`config.mk`:
```
export PLATFORM = sky130hd
export DESIGN_NAME = head_step_ctrl
export DESIGN_NICKNAME = d
export VERILOG_FILES = /design/src/rtl/head_step_pkg.sv /design/src/rtl/head_step_dp.sv /design/src/rtl/head_step_fsm.sv /design/src/rtl/head_step_ctrl.sv
export SDC_FILE = /design/constraint.sdc
export NUM_CORES = 1
export LEC_CHECK = 0
export CORE_MARGIN = 2
export CORE_UTILIZATION = 60
export CTS_CLUSTER_DIAMETER = 100
export CTS_CLUSTER_SIZE = 40
export DETAILED_ROUTE_END_ITERATION = 7
export HOLD_SLACK_MARGIN = 0.05
export MAX_ROUTING_LAYER = met4
export PLACE_DENSITY = 0.8
export SLEW_MARGIN = 20
export SYNTH_ARGS = -nofsm -noshare
export SYNTH_HDL_FRONTEND = slang
export SYNTH_SLANG_ARGS = --single-unit
```
`constraint.sdc`:
```
create_clock -name clk -period 3.9 [get_ports clk]
set_input_delay 0.78 -clock clk [delete_from_list [all_inputs] [get_ports clk]]
set_output_delay 0.78 -clock clk [all_outputs]
set_load 0.01 [all_outputs]
```
`src/rtl/head_step_pkg.sv`:
```
package head_step_pkg;

  // Strobes from the sequencer to the datapath
  typedef struct packed {
    logic consume;      // take one track off the stored offset, toward zero
    logic dropOutward;  // discard the outward remainder, counter to zero
  } dpCmd_t;

  typedef enum logic [1:0] {PH_RECAL, PH_INWARD, PH_REPLAY} phase_t;
  typedef enum logic       {ST_IDLE, ST_MOVE} moveSt_t;

endpackage

```
`src/rtl/head_step_dp.sv`:
```
module head_step_dp
  import head_step_pkg::*;
#(
  parameter int MAX_CYL  = 81,
  parameter int INIT_CYL = 2,
  parameter int OFF_W    = 9
)(
  input  logic   clk,
  input  logic   rst_n,
  input  logic   stepIn,
  input  logic   dirIn,
  input  logic   driveSel,
  input  logic   writeGate,
  input  logic   wrProtect,
  input  logic   trk0Sensor,
  input  logic   loaded,
  input  dpCmd_t cmd,
  output logic   offsetNz,
  output logic   offsetNeg,
  output logic   track00,
  output logic   stepAck
);

  localparam int CYL_W = $clog2(MAX_CYL + 1);
  localparam logic [CYL_W-1:0] CYL_TOP  = CYL_W'(MAX_CYL);
  localparam logic [CYL_W-1:0] CYL_INIT = CYL_W'(INIT_CYL);
  localparam logic signed [OFF_W-1:0] PLUS1  = OFF_W'(1);
  localparam logic signed [OFF_W-1:0] MINUS1 = -PLUS1;
  localparam logic signed [OFF_W-1:0] ZERO   = '0;

  logic stepD;
  logic [CYL_W-1:0] cyl;
  logic signed [OFF_W-1:0] offset;
  logic signed [OFF_W-1:0] stepDelta, consumeDelta;
  logic fall, wgBlock, outBlock, inBlock, take;

  assign offsetNz  = (offset != ZERO);
  assign offsetNeg = offset[OFF_W-1];
  assign track00   = loaded ? trk0Sensor : (cyl == '0);

  assign fall     = stepD & ~stepIn;
  assign wgBlock  = writeGate & ~wrProtect;
  assign outBlock = ~dirIn & track00;
  assign inBlock  = dirIn & (cyl == CYL_TOP);
  assign take     = fall & driveSel & ~wgBlock & ~outBlock & ~inBlock;

  always_comb begin
    stepDelta    = take ? (dirIn ? PLUS1 : MINUS1) : ZERO;
    consumeDelta = cmd.consume ? (offsetNeg ? PLUS1 : MINUS1) : ZERO;
  end

  always_ff @(posedge clk or negedge rst_n) begin
    if (!rst_n) begin
      stepD   <= 1'b0;
      stepAck <= 1'b0;
      cyl     <= CYL_INIT;
      offset  <= ZERO;
    end else begin
      stepD   <= stepIn;
      stepAck <= take;
      if (cmd.dropOutward) begin
        offset <= stepDelta;
        cyl    <= (take && dirIn) ? CYL_W'(1) : '0;
      end else begin
        offset <= offset + stepDelta + consumeDelta;
        if (take) begin
          if (dirIn)           cyl <= cyl + CYL_W'(1);
          else if (cyl != '0)  cyl <= cyl - CYL_W'(1);
        end
      end
    end
  end

endmodule

```
`src/rtl/head_step_fsm.sv`:
```
module head_step_fsm
  import head_step_pkg::*;
#(
  parameter int TRACK_GAP       = 12,
  parameter int MSTEP_GAP       = 4,
  parameter int MOTOR_PER_TRACK = 2,
  parameter int RECAL_LIMIT     = 85,
  parameter int INIT_IN         = 2
)(
  input  logic   clk,
  input  logic   rst_n,
  input  logic   loaded,
  input  logic   trk0Sensor,
  input  logic   offsetNz,
  input  logic   offsetNeg,
  output dpCmd_t cmd,
  output logic   motStep,
  output logic   motDirIn,
  output logic   recalFail
);

  localparam int TW = $clog2(TRACK_GAP + 1);
  localparam int SW = $clog2(MSTEP_GAP + 1);
  localparam int MW = $clog2(MOTOR_PER_TRACK + 1);
  localparam int RW = $clog2(RECAL_LIMIT + 1);
  localparam int IW = $clog2(INIT_IN + 2);
  localparam logic [TW-1:0] T_LAST = TW'(TRACK_GAP - 1);
  localparam logic [SW-1:0] S_LAST = SW'(MSTEP_GAP - 1);
  localparam logic [MW-1:0] M_REST = MW'(MOTOR_PER_TRACK - 1);
  localparam logic [RW-1:0] R_MAX  = RW'(RECAL_LIMIT);
  localparam logic [IW-1:0] I_INIT = IW'(INIT_IN);

  moveSt_t state;
  phase_t  phase;
  logic [TW-1:0] timer;
  logic [SW-1:0] subT;
  logic [MW-1:0] mLeft;
  logic [RW-1:0] tries;
  logic [IW-1:0] inLeft;

  logic startMove, startIn, toInward, toReplay, failNow;

  always_comb begin
    startMove       = 1'b0;
    startIn         = 1'b0;
    toInward        = 1'b0;
    toReplay        = 1'b0;
    failNow         = 1'b0;
    cmd.consume     = 1'b0;
    cmd.dropOutward = 1'b0;
    if (state == ST_IDLE && loaded) begin
      unique case (phase)
        PH_RECAL: begin
          if (trk0Sensor)          toInward  = 1'b1;
          else if (tries == R_MAX) failNow   = 1'b1;
          else                     startMove = 1'b1;
        end
        PH_INWARD: begin
          if (inLeft == '0) toReplay = 1'b1;
          else begin
            startMove = 1'b1;
            startIn   = 1'b1;
          end
        end
        default: begin
          if (offsetNz) begin
            if (offsetNeg && trk0Sensor) cmd.dropOutward = 1'b1;
            else begin
              cmd.consume = 1'b1;
              startMove   = 1'b1;
              startIn     = ~offsetNeg;
            end
          end
        end
      endcase
    end
  end

  // Power-on sequence bookkeeping
  always_ff @(posedge clk or negedge rst_n) begin
    if (!rst_n) begin
      phase     <= PH_RECAL;
      tries     <= '0;
      inLeft    <= I_INIT;
      recalFail <= 1'b0;
    end else begin
      if (toInward) begin
        phase  <= PH_INWARD;
        inLeft <= I_INIT;
      end
      if (toReplay) phase <= PH_REPLAY;
      if (failNow) begin
        phase     <= PH_REPLAY;
        recalFail <= 1'b1;
      end
      if (startMove && phase == PH_RECAL)  tries  <= tries + RW'(1);
      if (startMove && phase == PH_INWARD) inLeft <= inLeft - IW'(1);
    end
  end

  // Track move: burst of motor strobes inside a fixed window
  always_ff @(posedge clk or negedge rst_n) begin
    if (!rst_n) begin
      state    <= ST_IDLE;
      timer    <= '0;
      subT     <= '0;
      mLeft    <= '0;
      motStep  <= 1'b0;
      motDirIn <= 1'b0;
    end else begin
      motStep <= 1'b0;
      if (state == ST_IDLE) begin
        if (startMove) begin
          state    <= ST_MOVE;
          timer    <= '0;
          subT     <= '0;
          mLeft    <= M_REST;
          motStep  <= 1'b1;
          motDirIn <= startIn;
        end
      end else begin
        timer <= timer + TW'(1);
        if (mLeft != '0) begin
          if (subT == S_LAST) begin
            motStep <= 1'b1;
            mLeft   <= mLeft - MW'(1);
            subT    <= '0;
          end else begin
            subT <= subT + SW'(1);
          end
        end
        if (timer == T_LAST) state <= ST_IDLE;
      end
    end
  end

endmodule

```
`src/rtl/head_step_ctrl.sv`:
```
module head_step_ctrl
  import head_step_pkg::*;
#(
  parameter int MAX_CYL         = 81,
  parameter int TRACK_GAP       = 12,
  parameter int MSTEP_GAP       = 4,
  parameter int MOTOR_PER_TRACK = 2,
  parameter int RECAL_LIMIT     = 85,
  parameter int INIT_IN         = 2
)(
  input  logic clk,
  input  logic rst_n,
  input  logic stepIn,
  input  logic dirIn,
  input  logic driveSel,
  input  logic writeGate,
  input  logic wrProtect,
  input  logic trk0Sensor,
  input  logic diskPresent,
  input  logic motorOn,
  input  logic spinSettled,
  output logic motStep,
  output logic motDirIn,
  output logic track00,
  output logic stepAck,
  output logic recalFail
);

  localparam int OFF_W = $clog2(MAX_CYL + 1) + 2;

  logic   loaded, offsetNz, offsetNeg;
  dpCmd_t cmd;

  assign loaded = diskPresent & motorOn & spinSettled;

  head_step_dp #(.MAX_CYL(MAX_CYL), .INIT_CYL(INIT_IN), .OFF_W(OFF_W)) u_dp (
    .clk(clk), .rst_n(rst_n), .stepIn(stepIn), .dirIn(dirIn),
    .driveSel(driveSel), .writeGate(writeGate), .wrProtect(wrProtect),
    .trk0Sensor(trk0Sensor), .loaded(loaded), .cmd(cmd),
    .offsetNz(offsetNz), .offsetNeg(offsetNeg),
    .track00(track00), .stepAck(stepAck)
  );

  head_step_fsm #(.TRACK_GAP(TRACK_GAP), .MSTEP_GAP(MSTEP_GAP),
                  .MOTOR_PER_TRACK(MOTOR_PER_TRACK),
                  .RECAL_LIMIT(RECAL_LIMIT), .INIT_IN(INIT_IN)) u_fsm (
    .clk(clk), .rst_n(rst_n), .loaded(loaded), .trk0Sensor(trk0Sensor),
    .offsetNz(offsetNz), .offsetNeg(offsetNeg), .cmd(cmd),
    .motStep(motStep), .motDirIn(motDirIn), .recalFail(recalFail)
  );

endmodule

```
# Word-level counts from Yosys, hierarchy flattened
# Cells that the tools add are included.
# word_totals
output_inout_bits	5
register_bits	42
# op_classes
eq_ne	7
muxes	57
n_addsub	9
reduce_logical	21
bitwise	18
# op_table
cell	n
$mux 9	5
$mux 1	28
$mux 7	4
$mux 2	12
$add 9x9->9	2
$add 7x1->7 const B	2
$eq 7x7->1 const B	2
$mux 3	4
$and 1x1->1	10
$reduce_bool 9->1	1
$mux 4	2
$not 1->1	8
$reduce_bool 2->1	4
$logic_not 7->1	1
$reduce_bool 7->1	1
$sub 7x1->7 const B	1
$reduce_and 2->1	3
$reduce_bool 3->1	2
$logic_and 1x1->1	5
$add 4x1->4 const B	1
$eq 4x4->1 const B	1
$logic_not 2->1	2
$ne 2x2->1 const B	2
$pmux 1 s2	2
other kinds (6)	7

# Logic depth before layout (Yosys ltp)
# Gate-level depths: netlist of run 1.
# logic_depth
word_depth	11
mapped_depth	13
depth_no_buf	13

# Hierarchy
# A second synthesis of run 1 with hierarchy kept.
# unflattened
cells_unflattened	320
area_unflattened_um2	3029.2
# modules_own_cells
mod	area_each_um2	cells_each	n_inst	seq_area_each_um2
head_step_dp	1710.4	187	1	451.7
head_step_fsm	1312.5	132	1	601.8
head_step_ctrl	6.3	1	1	0.0

# Worst setup path before layout of run 1
# OpenSTA, ideal clock, no wires.
# synth_path
kind	input port to flip-flop
from	input port spinSettled
to	register u_dp.offset[8]
setup_time_ps	132
path_buffers	0
cell_stages	12
arrival_time_ps	3273
required_ps	3768
path_slack_ps	495
cell_sequence	and3_1 o31ai_4 nor3_1 xor2_1 ha_1 or2_2 ha_1 a211oi_1 o21ai_0 a31oi_1 xnor2_1 nor2_1
# synth_via
elab_chain_cells	10
# synth_lines
item	line	source
from (decl)	head_step_ctrl.sv:21	input logic spinSettled,
$and 1x1->1 (*)	head_step_ctrl.sv:34	assign loaded = diskPresent & motorOn & spinSettled;
$mux 1 (*)	head_step_dp.sv:39	assign track00 = loaded ? trk0Sensor : (cyl == '0);
via track00	head_step_ctrl.sv:24	output logic track00,
$and 1x1->1 (*)	head_step_dp.sv:43	assign outBlock = ~dirIn & track00;
$not 1->1 (*)	head_step_dp.sv:45	assign take = fall & driveSel & ~wgBlock & ~outBlock & ~inBlock;
$and 1x1->1 (*) (2 in series)	head_step_dp.sv:45	
$mux 9 (*)	head_step_dp.sv:48	stepDelta = take ? (dirIn ? PLUS1 : MINUS1) : ZERO;
$add 9x9->9 (2 in series)	head_step_dp.sv:65	offset <= offset + stepDelta + consumeDelta;
$mux 9 (*)	head_step_dp.sv:61	if (cmd.dropOutward) begin
to (signal assigned)	head_step_dp.sv:62	offset <= stepDelta;
to (signal assigned)	head_step_dp.sv:65	
to (decl)	head_step_dp.sv:33	logic signed [OFF_W-1:0] offset;
# Mark *: on every way through the listed nets, which the timed path passes. The rest lies on a longest branch.
# A chain may end at the register's enable or synchronous reset.

# Worst setup path after layout of run 1
# layout_path
from	input port spinSettled
to	register u_dp.offset[8]
# layout_via
elab_chain_cells	10
# layout_lines
item	line
$and 1x1->1 (*)	head_step_ctrl.sv:34
$mux 1	head_step_dp.sv:39
$and 1x1->1	head_step_dp.sv:43
$not 1->1	head_step_dp.sv:45
$and 1x1->1 (2 in series)	head_step_dp.sv:45
$mux 9	head_step_dp.sv:48
$add 9x9->9 (2 in series)	head_step_dp.sv:65
$mux 9 (*)	head_step_dp.sv:61
# Mark *: on every way between the ends. The rest lies on a longest branch, timed or not.

==> flow_summary.toml, run 1 <==
[grt]
antenna_found_initial = 0
grt_max_degree = 43
overflow = 0
grt_pass1_vias = 2082
grt_pass1_wl_mm = 9.23
grt_usage_pct = 23.9

[floorplanning]
start_util_pct = 62.6
io_pins = 16
core_area_mm2 = 0.00435
die_area_mm2 = 0.00510
die_y_um = 71.4
rows = 24
die_x_um = 71.4

[cells_and_area]
area_delta_synth_final_pct = 13.9
final_area_mm2 = 0.00310
final-seq-area_mm2 = 0.00105
multiInputGateArea_mm2 = 0.00157
drive_gt1_share_pct = 10.9
final.fill_count = 335
layout.nets = 348
num_antenna_cells = 0

[logic_synthesis]
synth_seq_cells = 42
yosysTopAreaCell = "dfrtp_1"
post-synth-top-count-cell = "dfrtp_1"
synth.distinct_cells = 52
ys_top_cells_by_count = "40 x dfrtp_1, 29 x nand2_1, 22 x ha_1"
synthesis.instances = 281
synth_area_leaders = "dfrtp_1 37%, ha_1 10%, nand2_1 4.0%"
syn_area_mm2 = 0.00273
seq_area_frac_synth_pct = 38.7
yosys_warnings = 0
async_flop_share_pct = 100
synth_ff_type = "dfrtp_1"
yosysTopAreaCellShare_pct = 36.7
syn_nets = 319
synth-edff-count = 0
syn_area_per_cell_um2 = 9.70

[worst_setup_path]
cp_data_required_time_ns = 4.09
worstPathArrival_ns = 3.83
cp-end-kind = "flop"
worst-r2r-setup-slack_ns = 0.50
critPathBufInv = 1
r2r-start = "u_dp.cyl[1]"
slowest_stage = "clkdlybuf4s50_1"
critPathMaxFanout = 4
crit_path_frequent_cell = "ha_1"
cp_cell_sequence = "clkdlybuf4s50_1 > and3_1 > o31ai_4 > nor3_1 > xor2_1 > ha_1 > or2_2 > ha_1 > a211oi_1 > o21ai_0 > a31oi_1 > xnor2_1 > nor2_1"
startpoint_type = "primary input"
worst_path_largest_cell_delay_ns = 0.45
crit_path_end = "u_dp.offset[8]"
rr_endpoint = "u_dp.offset[8]"
path_class = "in -> reg"
cp.depth = 13
reg2reg_depth = 12
path_delay_family = "compound AO/OA/AOI/OAI gates"
cp-startpoint = "spinSettled"

[timing]
fin_ws_ns = 0.255
clock-skew-final_ns = 0.00608
max-slew-margin-rel_pct = 37.0
worstMarginPinSlew_ns = 0.945
fin_crit_ns = 3.64
rsz0062_at_grt = "false"
finalSetupTns_ns = 0
timing.fmax_ghz = 0.274
post-route-period-util_pct = 93.4
holdWs_ns = 0.472
setup_viol = 0
finalMaxSlewViolations = 0
hold_viol_final = 0

[detailed_routing]
drtIter0Drc = 67
drt-total-wl_mm = 5.31
m1WireLength_mm = 2.52
top_layer = "met4"
vias = 2071
wl_per_cell_um = 14.6
dr_wl_met3_um = 191
drt_first_pass_iters = 4
via_per_inst = 5.71
dr_wl_met2_mm = 2.50
ant_nets = 0
drc = 0

[job]
drv_cap = 0

[power_and_ir_drop]
total_power_uw = 1840
ir_worst_vdd_v = 0.000398
p_per_area_mw_per_mm2 = 593
p_leak_uw = 0.00148

[clocking]
clk-insertion-delay-late_ns = 0.30
cts_tree = "built"
htree_levels = 2
cts_setup_buffers = 0
numCtsBuffers = 5
clockBufferDepth = 2
root_buffer = "clkbuf_8"
cts_resized = 0
cts_sinks = 42
holdBufCountCts = 0
clkTransAtPathRegs_ns = 0.08

[placement]
place_area_mm2 = 0.00299
hpwl_mm = 3.96
gp_congestion = 0.833
place_ws_ns = -0.0177
port_buffers = 15

[hold_path]
min_path_type = "reg -> reg"
min_from = "u_fsm.recalFail"

[run_status]
status = "finished clean"
## cell type report
type                    count  share of cell area (%)
clock inverters             2                    1.21
clock buffers               6                    2.34
flip-flops and latches     42                    33.9
multi-input cells         214                    50.4
well taps                  52                    2.10
repair buffers             27                    7.58
inverters                  20                    2.42
## layer usage
| metal | global-route usage (%) | up-vias |
|---|---|---|
| met5 | - | - |
| met2 | 37.7 | 37 |
| met3 | 5.20 | 10 |
| met1 | 30.5 | 955 |
| met4 | 8.39 | 0 |
| li1 | - | 1069 |
## through the flow
step | utilization, % | instances
finish | 71.3 | 363
global route | 71.3 | 363
CTS | 71.3 | 363
detailed placement | 68.8 | 355
global placement | 68.8 | 355
floorplan | - | 281
## flip-flops by register name, summed over array words and instances, names as in the netlist, 2 cells and up
name	count
u_dp.cyl	7
u_dp.offset	9
u_fsm.inLeft	2
u_fsm.mLeft	2
u_fsm.phase	2
u_fsm.subT	3
u_fsm.timer	4
u_fsm.tries	7
## cell families after synthesis
| family | share of synthesized area (%) |
|---|---|
| flops | 38.7 |
| buf+inv | 3.90 |
| fa+ha+maj | 13.8 |
| mux | 3.72 |
| compound gates | 13.5 |
| simple gates | 21.3 |
| xor+xnor | 5.14 |
## placed cells by master (no fill, tap or decap), types with 3 or more instances in the layout
cell / instances
nor2_1: 19
ha_1: 22
nor3_1: 7
dfrtp_1: 40
clkdlybuf4s50_1: 14
nand4b_1: 3
mux2i_1: 9
fa_1: 5
a31oi_1: 4
or2_2: 4
a21o_1: 6
nand4_1: 3
nand3_1: 9
nor3b_1: 3
o21ai_0: 15
nand2b_1: 6
clkbuf_8: 5
nor2b_1: 6
buf_4: 12
inv_1: 20
nand2_1: 29
xor2_1: 8
nor4_1: 4
xnor2_1: 8
a211oi_1: 5
a21oi_1: 8
## power by group
part	switching [µW]	internal (µW)
logic	401	380
clock network	155	191
registers	137	577
## worst min path at each step
stage                            to  slack, ns  depth (start not counted)
floorplan            u_fsm.tries[6]       0.45                          1
finish              u_fsm.recalFail       0.47                          1
CTS                 u_fsm.recalFail       0.47                          1
detailed placement  u_fsm.recalFail       0.46                          1
global placement    u_fsm.recalFail       0.46                          1
global route         u_fsm.tries[6]       0.50                          1
(Power assumes the default switching activity.)
==> run 2, diff against run 1 <==
Settings changed: CAP_MARGIN set to 20.
==> results of run 2 <==
Same layout as run 1: the final DEF is identical, and so are final timing and power.
==> run 3, diff against run 2 <==
Settings changed: MAX_ROUTING_LAYER met4 to not set.
==> run 3 against run 2 <==
Sequential power about the same; via count increased by 0.19%; clock skew increased by 0.00074 ns; clock power hardly changed; setup slack about the same.
==> flow_summary.toml, run 3 (synthesis results as in run 1) <==
[detailed_routing]
ant_nets = 0
via_per_inst = 5.72
wl_per_cell_um = 14.6
drt_first_pass_iters = 4
drtIter0Drc = 65
drt-total-wl_mm = 5.31
drc = 0
vias = 2075

[clocking]
cts_resized = 0
root_buffer = "clkbuf_8"
numCtsBuffers = 5
clkTransAtPathRegs_ns = 0.08
cts_tree = "built"
holdBufCountCts = 0
cts_sinks = 42
cts_setup_buffers = 0
clockBufferDepth = 2
clk-insertion-delay-late_ns = 0.30
htree_levels = 2

[floorplanning]
die_y_um = 71.4
start_util_pct = 62.6
die_x_um = 71.4
core_area_mm2 = 0.00435
io_pins = 16
die_area_mm2 = 0.00510
rows = 24

[worst_setup_path]
worstPathArrival_ns = 3.84
worst-r2r-setup-slack_ns = 0.50
path_class = "in -> reg"
critPathMaxFanout = 4
cp_data_required_time_ns = 4.09
reg2reg_depth = 12
startpoint_type = "primary input"
cp-end-kind = "flop"

[timing]
max-slew-margin-rel_pct = 37.1
worstMarginPinSlew_ns = 0.944
fin_ws_ns = 0.255
hold_viol_final = 0
finalSetupTns_ns = 0
fin_crit_ns = 3.64
post-route-period-util_pct = 93.5
clock-skew-final_ns = 0.00682
setup_viol = 0
holdWs_ns = 0.473
rsz0062_at_grt = "false"
timing.fmax_ghz = 0.274
finalMaxSlewViolations = 0

[cells_and_area]
drive_gt1_share_pct = 10.9
largest_reg_flops = 9
area_delta_synth_final_pct = 13.9
final_cell_mix = "40 x dfrtp_1, 29 x nand2_1, 22 x ha_1"
multiInputGateArea_mm2 = 0.00157
reg_top3 = "u_dp.offset x9, u_dp.cyl x7, u_fsm.tries x7"
regMostFlops = "u_dp.offset"
post-route-util_pct = 71.3
final-seq-area_mm2 = 0.00105
layout.nets = 348
final_common_cell = "dfrtp_1"
final.fill_count = 335
num_antenna_cells = 0

[grt]
overflow = 0
antenna_found_initial = 0
grt_pass1_wl_mm = 9.25
grt_max_degree = 43
grt_usage_pct = 23.2
grt_pass1_vias = 2078

[power_and_ir_drop]
total_power_uw = 1840
internal-power_uw = 1150
p_clk_share_pct = 18.9
ir_worst_vdd_v = 0.000398
power.switching_uw = 694
p_per_area_mw_per_mm2 = 593
power_switching_share_pct = 37.7
p_leak_uw = 0.00148
p_seq_share_pct = 38.8
power_frac_comb_pct = 42.4

[placement]
place_ws_ns = -0.0177
port_buffers = 15
hpwl_mm = 3.96
gp_congestion = 0.820

[hold_path]
min_path_type = "reg -> reg"
whs_path_depth = 1

[job]
drv_cap = 0

[run_status]
status = "finished clean"
-- run 3: worst max-delay path: stages --
cell	delay, ns
clkdlybuf4s50_1	0.45
and3_1	0.25
o31ai_4	0.28
nor3_1	0.10
xor2_1	0.21
ha_1	0.21
or2_2	0.31
ha_1	0.30
a211oi_1	0.36
o21ai_0	0.16
a31oi_1	0.22
xnor2_1	0.15
nor2_1	0.05
-- run 3: final timing paths --
path	startpoint	end
setup / recovery	spinSettled	u_dp.offset[8]
hold / removal	u_fsm.recalFail	u_fsm.recalFail
setup reg to reg	u_dp.cyl[1]	u_dp.offset[8]
hold reg to reg	u_fsm.recalFail	u_fsm.recalFail
max in group asynchronous	rst_n	u_dp.cyl[2]
min in group asynchronous	rst_n	u_fsm.phase[0]
-- run 3: final cells by class --
class	instances	share of cell area, %
clock buffers	6	2.34
clock inverters	2	1.21
well taps	52	2.10
multi-input cells	214	50.4
flip-flops and latches	42	33.9
inverters	20	2.42
repair buffers	27	7.58
-- run 3: layer usage --
layer  vias up  track usage [%]  part of all wire (%)
li1       1067                -                     -
met1       964             30.6                    48
met2        35             37.7                    47
met3         9             5.20                   3.4
met4         0             8.39                   1.9
met5         -                0                     0
-- run 3: power by group through the flow --
stage	sequential [µW]	clock [µW]	combinational, µW
after CTS	711	355	782
after floorplan	666	0	620
final	714	348	780
after global placement	714	0	743
after global routing	732	373	885
after detailed placement	718	0	773
-- run 3: through the flow --
| stage | cell area (µm²) | instances |
|---|---|---|
| floorplan | 2730 | 281 |
| global placement | 2990 | 355 |
| detailed placement | 2990 | 355 |
| CTS | 3100 | 363 |
| global route | 3100 | 363 |
| finish | 3100 | 363 |
